==> src/rtl/pll_seq_pkg.sv <==
package pll_seq_pkg;

  typedef enum logic [2:0] {
    ST_IDLE,
    ST_BYPASS,
    ST_PWRDN,
    ST_LD_NDIV,
    ST_LD_IDF,
    ST_LD_CP,
    ST_PWRUP,
    ST_WAIT_LOCK
  } seq_state_e;

  function automatic int tmo_cycles(input int clk_hz, input int tmo_us);
    return (clk_hz / 1000000) * tmo_us;
  endfunction

endpackage

==> src/rtl/pll_lock_sync.sv <==
module pll_lock_sync #(
  parameter int STAGES = 2
) (
  input  logic clk,
  input  logic rst,
  input  logic async_i,
  output logic sync_o
);
  logic [STAGES-1:0] chain_q;

  always_ff @(posedge clk) begin
    if (rst) chain_q <= '0;
    else     chain_q <= {chain_q[STAGES-2:0], async_i};
  end

  assign sync_o = chain_q[STAGES-1];

  initial begin
    assert (STAGES >= 2);
  end
endmodule

==> src/rtl/pll_lock_timer.sv <==
module pll_lock_timer #(
  parameter int LIMIT = 1000,
  localparam int CW = $clog2(LIMIT + 1)
) (
  input  logic clk,
  input  logic rst,
  input  logic clr_i,
  input  logic run_i,
  output logic expire_o
);
  logic [CW-1:0] cnt_q;
  localparam logic [CW-1:0] LAST = CW'(LIMIT - 1);

  always_ff @(posedge clk) begin
    if (rst || clr_i)                 cnt_q <= '0;
    else if (run_i && cnt_q != LAST)  cnt_q <= cnt_q + 1'b1;
  end

  assign expire_o = run_i && (cnt_q == LAST);

  // the wait counter never passes the timeout bound
  assert_timer_bound_R4: assert property (@(posedge clk) disable iff (rst)
    cnt_q <= LAST);
endmodule

==> src/rtl/pll_div_regs.sv <==
module pll_div_regs #(
  parameter int NDIV_W = 8,
  parameter int IDF_W  = 3,
  parameter int CP_W   = 5,
  parameter logic [NDIV_W-1:0] RST_NDIV = '0,
  parameter logic [IDF_W-1:0]  RST_IDF  = '0,
  parameter logic [CP_W-1:0]   RST_CP   = '0
) (
  input  logic              clk,
  input  logic              rst,
  input  logic              stage_we_i,
  input  logic [NDIV_W-1:0] new_ndiv_i,
  input  logic [IDF_W-1:0]  new_idf_i,
  input  logic [CP_W-1:0]   new_cp_i,
  input  logic              ld_ndiv_i,
  input  logic              ld_idf_i,
  input  logic              ld_cp_i,
  output logic [NDIV_W-1:0] ndiv_o,
  output logic [IDF_W-1:0]  idf_o,
  output logic [CP_W-1:0]   cp_o
);
  logic [NDIV_W-1:0] stg_ndiv_q;
  logic [IDF_W-1:0]  stg_idf_q;
  logic [CP_W-1:0]   stg_cp_q;

  always_ff @(posedge clk) begin
    if (rst) begin
      stg_ndiv_q <= RST_NDIV;
      stg_idf_q  <= RST_IDF;
      stg_cp_q   <= RST_CP;
    end else if (stage_we_i) begin
      stg_ndiv_q <= new_ndiv_i;
      stg_idf_q  <= new_idf_i;
      stg_cp_q   <= new_cp_i;
    end
  end

  always_ff @(posedge clk) begin
    if (rst) begin
      ndiv_o <= RST_NDIV;
      idf_o  <= RST_IDF;
      cp_o   <= RST_CP;
    end else begin
      if (ld_ndiv_i) ndiv_o <= stg_ndiv_q;
      if (ld_idf_i)  idf_o  <= stg_idf_q;
      if (ld_cp_i)   cp_o   <= stg_cp_q;
    end
  end

  // input divider is written only the cycle after the feedback divider
  assert_idf_after_ndiv_R7: assert property (@(posedge clk) disable iff (rst)
    ld_idf_i |-> $past(ld_ndiv_i));
  // charge pump is written only the cycle after the input divider
  assert_cp_after_idf_R7: assert property (@(posedge clk) disable iff (rst)
    ld_cp_i |-> $past(ld_idf_i));
endmodule

==> src/rtl/pll_seq_fsm.sv <==
module pll_seq_fsm
  import pll_seq_pkg::*;
(
  input  logic clk,
  input  logic rst,
  input  logic req_en_i,
  input  logic req_dis_i,
  input  logic req_rp_i,
  input  logic lock_i,
  input  logic tmr_exp_i,
  output logic pdn_o,
  output logic byp_o,
  output logic done_o,
  output logic tmo_o,
  output logic rej_o,
  output logic busy_o,
  output logic tmr_clr_o,
  output logic tmr_run_o,
  output logic stage_we_o,
  output logic ld_ndiv_o,
  output logic ld_idf_o,
  output logic ld_cp_o
);
  seq_state_e state_q;
  logic       rp_q;
  logic       any_req;

  assign any_req = req_en_i | req_dis_i | req_rp_i;

  always_ff @(posedge clk) begin
    if (rst) begin
      state_q <= ST_IDLE;
      pdn_o   <= 1'b1;
      byp_o   <= 1'b1;
      done_o  <= 1'b0;
      tmo_o   <= 1'b0;
      rej_o   <= 1'b0;
      rp_q    <= 1'b0;
    end else begin
      done_o <= 1'b0;
      rej_o  <= (state_q != ST_IDLE) && any_req;
      unique case (state_q)
        ST_IDLE: begin
          if (req_rp_i) begin
            tmo_o   <= 1'b0;
            rp_q    <= 1'b1;
            state_q <= pdn_o ? ST_LD_NDIV : ST_BYPASS;
          end else if (req_dis_i) begin
            tmo_o <= 1'b0;
            if (pdn_o) done_o  <= 1'b1;
            else       state_q <= ST_BYPASS;
          end else if (req_en_i) begin
            tmo_o <= 1'b0;
            if (!pdn_o) done_o  <= 1'b1;
            else        state_q <= ST_PWRUP;
          end
        end
        ST_BYPASS: begin
          byp_o   <= 1'b1;
          state_q <= ST_PWRDN;
        end
        ST_PWRDN: begin
          pdn_o <= 1'b1;
          if (rp_q) state_q <= ST_LD_NDIV;
          else begin
            done_o  <= 1'b1;
            state_q <= ST_IDLE;
          end
        end
        ST_LD_NDIV: state_q <= ST_LD_IDF;
        ST_LD_IDF:  state_q <= ST_LD_CP;
        ST_LD_CP:   state_q <= ST_PWRUP;
        ST_PWRUP: begin
          pdn_o   <= 1'b0;
          state_q <= ST_WAIT_LOCK;
        end
        ST_WAIT_LOCK: begin
          if (lock_i) begin
            byp_o   <= 1'b0;
            done_o  <= 1'b1;
            rp_q    <= 1'b0;
            state_q <= ST_IDLE;
          end else if (tmr_exp_i) begin
            tmo_o   <= 1'b1;
            done_o  <= 1'b1;
            rp_q    <= 1'b0;
            state_q <= ST_IDLE;
          end
        end
        default: state_q <= ST_IDLE;
      endcase
    end
  end

  assign busy_o     = (state_q != ST_IDLE);
  assign tmr_clr_o  = (state_q == ST_PWRUP);
  assign tmr_run_o  = (state_q == ST_WAIT_LOCK);
  assign stage_we_o = (state_q == ST_IDLE) && req_rp_i;
  assign ld_ndiv_o  = (state_q == ST_LD_NDIV);
  assign ld_idf_o   = (state_q == ST_LD_IDF);
  assign ld_cp_o    = (state_q == ST_LD_CP);

  // power-down rises only after bypass was already selected
  assert_byp_before_pdn_R5: assert property (@(posedge clk) disable iff (rst)
    $rose(pdn_o) |-> $past(byp_o));
  // mux leaves bypass only after lock was seen on a powered PLL
  assert_switch_after_lock_R2: assert property (@(posedge clk) disable iff (rst)
    $fell(byp_o) |-> ($past(lock_i) && !$past(pdn_o)));
  // a reject pulse only follows a request made while busy
  assert_reject_when_busy_R9: assert property (@(posedge clk) disable iff (rst)
    rej_o |-> ($past(busy_o) && $past(any_req)));
  // a timeout ends with the PLL powered and the mux in bypass
  assert_timeout_state_R4: assert property (@(posedge clk) disable iff (rst)
    $rose(tmo_o) |-> (!pdn_o && byp_o && done_o));
endmodule

==> src/rtl/pll_pwr_seq.sv <==
module pll_pwr_seq
  import pll_seq_pkg::*;
#(
  parameter int CLK_HZ      = 125000000,
  parameter int TIMEOUT_US  = 10000,
  parameter int SYNC_STAGES = 2,
  parameter int NDIV_W      = 8,
  parameter int IDF_W       = 3,
  parameter int CP_W        = 5,
  parameter logic [NDIV_W-1:0] RST_NDIV = NDIV_W'(50),
  parameter logic [IDF_W-1:0]  RST_IDF  = IDF_W'(1),
  parameter logic [CP_W-1:0]   RST_CP   = CP_W'(6)
) (
  input  logic              clk,
  input  logic              rst,
  input  logic              req_enable_i,
  input  logic              req_disable_i,
  input  logic              req_reprog_i,
  input  logic [NDIV_W-1:0] new_ndiv_i,
  input  logic [IDF_W-1:0]  new_idf_i,
  input  logic [CP_W-1:0]   new_cp_i,
  input  logic              pll_lock_i,
  output logic              power_down_o,
  output logic              bypass_o,
  output logic [NDIV_W-1:0] ndiv_o,
  output logic [IDF_W-1:0]  idf_o,
  output logic [CP_W-1:0]   cp_o,
  output logic              busy_o,
  output logic              done_o,
  output logic              timeout_o,
  output logic              reject_o,
  output logic              rate_valid_o
);
  localparam int TMO_CYC = tmo_cycles(CLK_HZ, TIMEOUT_US);

  logic lock_s;
  logic tmr_clr, tmr_run, tmr_exp;
  logic stage_we, ld_ndiv, ld_idf, ld_cp;

  pll_lock_sync #(.STAGES(SYNC_STAGES)) u_sync (
    .clk(clk), .rst(rst), .async_i(pll_lock_i), .sync_o(lock_s));

  pll_lock_timer #(.LIMIT(TMO_CYC)) u_timer (
    .clk(clk), .rst(rst), .clr_i(tmr_clr), .run_i(tmr_run), .expire_o(tmr_exp));

  pll_seq_fsm u_fsm (
    .clk(clk), .rst(rst),
    .req_en_i(req_enable_i), .req_dis_i(req_disable_i), .req_rp_i(req_reprog_i),
    .lock_i(lock_s), .tmr_exp_i(tmr_exp),
    .pdn_o(power_down_o), .byp_o(bypass_o), .done_o(done_o), .tmo_o(timeout_o),
    .rej_o(reject_o), .busy_o(busy_o), .tmr_clr_o(tmr_clr), .tmr_run_o(tmr_run),
    .stage_we_o(stage_we), .ld_ndiv_o(ld_ndiv), .ld_idf_o(ld_idf), .ld_cp_o(ld_cp));

  pll_div_regs #(
    .NDIV_W(NDIV_W), .IDF_W(IDF_W), .CP_W(CP_W),
    .RST_NDIV(RST_NDIV), .RST_IDF(RST_IDF), .RST_CP(RST_CP)
  ) u_div (
    .clk(clk), .rst(rst), .stage_we_i(stage_we),
    .new_ndiv_i(new_ndiv_i), .new_idf_i(new_idf_i), .new_cp_i(new_cp_i),
    .ld_ndiv_i(ld_ndiv), .ld_idf_i(ld_idf), .ld_cp_i(ld_cp),
    .ndiv_o(ndiv_o), .idf_o(idf_o), .cp_o(cp_o));

  always_ff @(posedge clk) begin
    if (rst) rate_valid_o <= 1'b0;
    else     rate_valid_o <= !power_down_o && lock_s;
  end

  // no valid rate once the PLL has been off for a full cycle
  assert_rate_off_R8: assert property (@(posedge clk) disable iff (rst)
    (power_down_o && $past(power_down_o)) |-> !rate_valid_o);
  // divider codes only move while the PLL is powered down
  assert_div_change_off_R7: assert property (@(posedge clk) disable iff (rst)
    (!$stable(ndiv_o) || !$stable(idf_o) || !$stable(cp_o)) |-> power_down_o);
endmodule

==> config.mk <==
export PLATFORM = sky130hd
export DESIGN_NAME = pll_pwr_seq
export DESIGN_NICKNAME = d
export VERILOG_FILES = /design/src/rtl/pll_seq_pkg.sv /design/src/rtl/pll_lock_sync.sv /design/src/rtl/pll_lock_timer.sv /design/src/rtl/pll_div_regs.sv /design/src/rtl/pll_seq_fsm.sv /design/src/rtl/pll_pwr_seq.sv
export SDC_FILE = /design/constraint.sdc
export NUM_CORES = 1
export LEC_CHECK = 0
export ABC_AREA = 0
export BUFFER_PORTS_ARGS = -buffer_cell sky130_fd_sc_hd__buf_2
export CELL_PAD_IN_SITES_DETAIL_PLACEMENT = 0
export CELL_PAD_IN_SITES_GLOBAL_PLACEMENT = 1
export CORE_AREA = 2 2 71 100
export DETAILED_ROUTE_END_ITERATION = 12
export DIE_AREA = 0 0 73 102
export HOLD_SLACK_MARGIN = 0.06
export MAX_ROUTING_LAYER = met4
export PLACE_DENSITY_LB_ADDON = 0.1
export SLEW_MARGIN = 25
export SYNTH_ARGS = -nofsm -noshare
export SYNTH_HDL_FRONTEND = slang
export SYNTH_HIERARCHICAL = 1
export SYNTH_SLANG_ARGS = --single-unit
==> constraint.sdc <==
create_clock -name clk -period 3.4 [get_ports clk]
set_clock_uncertainty 0.05 [all_clocks]
set_input_delay 0.51 -clock clk [delete_from_list [all_inputs] [get_ports clk]]
set_output_delay 0.51 -clock clk [all_outputs]
set_load 0.1 [all_outputs]
==> flow_metrics.env <==
export IMPL_outcome="completed"
export IMPL_setup_violations_final=0
export IMPL_critPathArrivalTime_ns=2.49
export IMPL_critPathRequiredTime_ns=3.59
export IMPL_num_vias=2394
export IMPL_cts_tree="done"
export IMPL_drc_errors=0
export IMPL_critPathSlowestCell="dfxtp_1"
export IMPL_gp_routability_congestion=0.843
export IMPL_cts_htree_levels=3
export IMPL_start_util=0.448
export IMPL_ctsResizeCount=0
export IMPL_finalCriticalPeriod_ns=2.30
export IMPL_rsz0062_at_grt="false"
export IMPL_fin_ws_ns=1.10
export IMPL_whs_endpoint="u_div/stg_ndiv_q[5]"
export IMPL_r2r_start="u_fsm/state_q[2]"
export IMPL_drive_gt1_frac=0.218
export IMPL_whs_path_depth=2
export IMPL_hold_buffers=0
export IMPL_finalWirelength_mm=6.59
export IMPL_drt_iter0_drc=104
export IMPL_pre_cts_ws_ns=1.09
export IMPL_worstSetupStartpointType="flop"
export IMPL_yosys_cell_types_count=58
export IMPL_nFillCells=621
export IMPL_reg2reg_slack_ns=1.10
export IMPL_total_power_mw=2.46
export IMPL_finalSetupTns_ns=0
export IMPL_routed_via_density=5.49
export IMPL_synth_area_leaders="dfxtp_1 (45%), mux2i_1 (6.9%), nor2_1 (5.3%)"
export IMPL_leakage_nw=1.33
export IMPL_core_area_um2=6530
export IMPL_r2r_end="u_timer/cnt_q[18]"
export IMPL_r2r_cells=6
export IMPL_grt_antenna_before_repair=0
export IMPL_max_freq_mhz=434
export IMPL_synth_area_um2=2920
export IMPL_ir_drop_mv=0.383
export IMPL_hpwl_mm=4.58
export IMPL_tightest_slew_ns=0.992
export IMPL_synth_largest_type_area_fraction=0.445
export IMPL_netlist_instances=312
export IMPL_ys_seq_area_frac=0.445
export IMPL_syn_num_nets=335
export IMPL_root_buffer="clkbuf_8"
export IMPL_io_pins=45
export IMPL_post_cts_setup_buffers=0
export IMPL_worstHoldPathType="in2reg"
export IMPL_max_slew_margin=0.336
export IMPL_syn_avg_cell_area_um2=9.36
export IMPL_hold_start="new_ndiv_i[5]"
export IMPL_path_class="reg2reg"
export IMPL_critPathBufInv=1
export IMPL_power_density_nw_per_um2=727
export IMPL_die_area_um2=7450
export IMPL_n_antenna_cell=0
export IMPL_period_share=0.677
export IMPL_path_cells="nand3_1 -> inv_2 -> nand4_1 -> nor4_4 -> a21oi_1 -> a31o_1"
export IMPL_clk_latency_ns=0.34
export IMPL_ant_nets=0
export IMPL_yosysTopAreaCell="dfxtp_1"
export IMPL_cpPeakStageDelay_ns=0.59
export IMPL_dieWidth_um=73
export IMPL_avgRoutedWirePerCell_um=15.1
export IMPL_grt_pass1_vias=2308
export IMPL_fin_util=0.518
export IMPL_synth_most_common_cell="dfxtp_1"
export IMPL_finalHoldViolations=0
export IMPL_io_buffers=44
export IMPL_nets=380
export IMPL_synthFlopType="dfxtp_1"
export IMPL_crit_family="simple AND/OR/NAND/NOR gates"
export IMPL_placementRows=35
export IMPL_area_growth_pct=15.7
export IMPL_async_reset_ff_frac=0
export IMPL_die_h_um=102
export IMPL_gr_total_overflow=0
export IMPL_ys_ff_latch=65
export IMPL_slew_viol_final=0
export IMPL_cts_sinks=65
export IMPL_cts_buffers=9
export IMPL_synth_edf_count=0
export IMPL_grt_pass1_wl_mm=11.0
export IMPL_clockBufferDepth=2
export IMPL_grt_start_max_net_pins=40
export IMPL_cap_violations=0
export IMPL_end_kind="flop"
export IMPL_synthTopCellsByCount="dfxtp_1 (65), nor2_1 (41), mux2i_1 (20)"
export IMPL_drt_pass1_iter_count=4
export IMPL_grt_usage=0.196
export IMPL_whs_ns=0.322
export IMPL_yosysWarnings=6
export IMPL_clk_pin_slew_ns=0.08
export IMPL_cp_max_fo=12
[cell type report]
type	count	area (µm²)	share of cell area
Clock buffer	10	138	0.0407
Sequential cell	65	1300	0.385
Timing Repair Buffer	48	250	0.0740
Multi-Input combinational cell	225	1500	0.444
Inverter	8	30.0	0.00888
Clock inverter	6	66.3	0.0196
Tap cell	74	92.6	0.0274
[logic make-up after synthesis]
kind of cell / after synthesis / synth area share
buffers and inverters: 22 / 0.0403
DFF: 65 / 0.445
muxes: 20 / 0.0685
adders and majority gates: 1 / 0.00428
AOI/OAI and AO/OA: 58 / 0.140
and+or+nand+nor: 138 / 0.278
xor gates and xnor gates: 8 / 0.0240
[metal layers]
metal / routed length (µm) / part of all wire / track usage
met4: 159 / 0.024 / 0.0869
met2: 3210 / 0.49 / 0.310
met5: 0 / 0 / -
met3: 241 / 0.037 / 0.0454
met1: 2980 / 0.45 / 0.237
[worst max path at each step]
stage	endpoint	from	cells after the start
2_1_floorplan	u_timer/cnt_q[14]	u_fsm/state_q[0]	8
3_3_place_gp	u_timer/cnt_q[14]	u_fsm/state_q[0]	6
3_5_place_dp	u_timer/cnt_q[16]	u_fsm/state_q[2]	6
4_1_cts	u_timer/cnt_q[16]	u_fsm/state_q[2]	6
5_1_grt	u_timer/cnt_q[15]	u_fsm/state_q[2]	6
6_report	u_timer/cnt_q[18]	u_fsm/state_q[2]	6
[worst register-to-register path, stage by stage (launching register included)]
cell and delay (ns):
dfxtp_1 0.59, nand3_1 0.19, inv_2 0.19, nand4_1 0.31, nor4_4 0.55, a21oi_1 0.14
a31o_1 0.19
[state kept, by name, indices dropped and copies added (netlist names)]
register / flops
u_div/idf_o: 3
u_fsm/byp_o: 1
u_fsm/pdn_o: 1
u_fsm/rp_q: 1
u_div/stg_ndiv_q: 8
u_timer/cnt_q: 21
rate_valid_o: 1
u_fsm/state_q: 3
u_div/cp_o: 5
u_fsm/tmo_o: 1
u_fsm/rej_o: 1
u_div/stg_cp_q: 5
u_div/stg_idf_q: 3
u_sync/chain_q: 2
u_fsm/done_o: 1
u_div/ndiv_o: 8
[layout by cell type (no fill, tap or decap), types with 5 or more instances in the layout]
master and n:
xor2_1 5, a21oi_1 15, nand3_1 12, mux2i_1 20, nand2_1 15, dfxtp_1 65, buf_2 44, clkbuf_8 10
nor2_1 41, inv_1 5, a211o_1 13, nor2b_1 12, and3_1 6, nand4_1 7, nor3_1 9
[through the flow]
step,instances,instance area [µm²]
floorplan,312,2920
global placement,420,3180
detailed placement,420,3180
CTS,436,3380
global route,436,3380
finish,436,3380
[power breakdown]
| part | switching (mW) | total [mW] | internal [mW] |
|---|---|---|---|
| combinational | 0.553 | 0.809 | 0.256 |
| clock | 0.316 | 0.676 | 0.360 |
| sequential | 0.106 | 0.973 | 0.868 |
| total | 0.975 | 2.46 | 1.48 |
No activity file was read; power rests on OpenSTA's default activity.
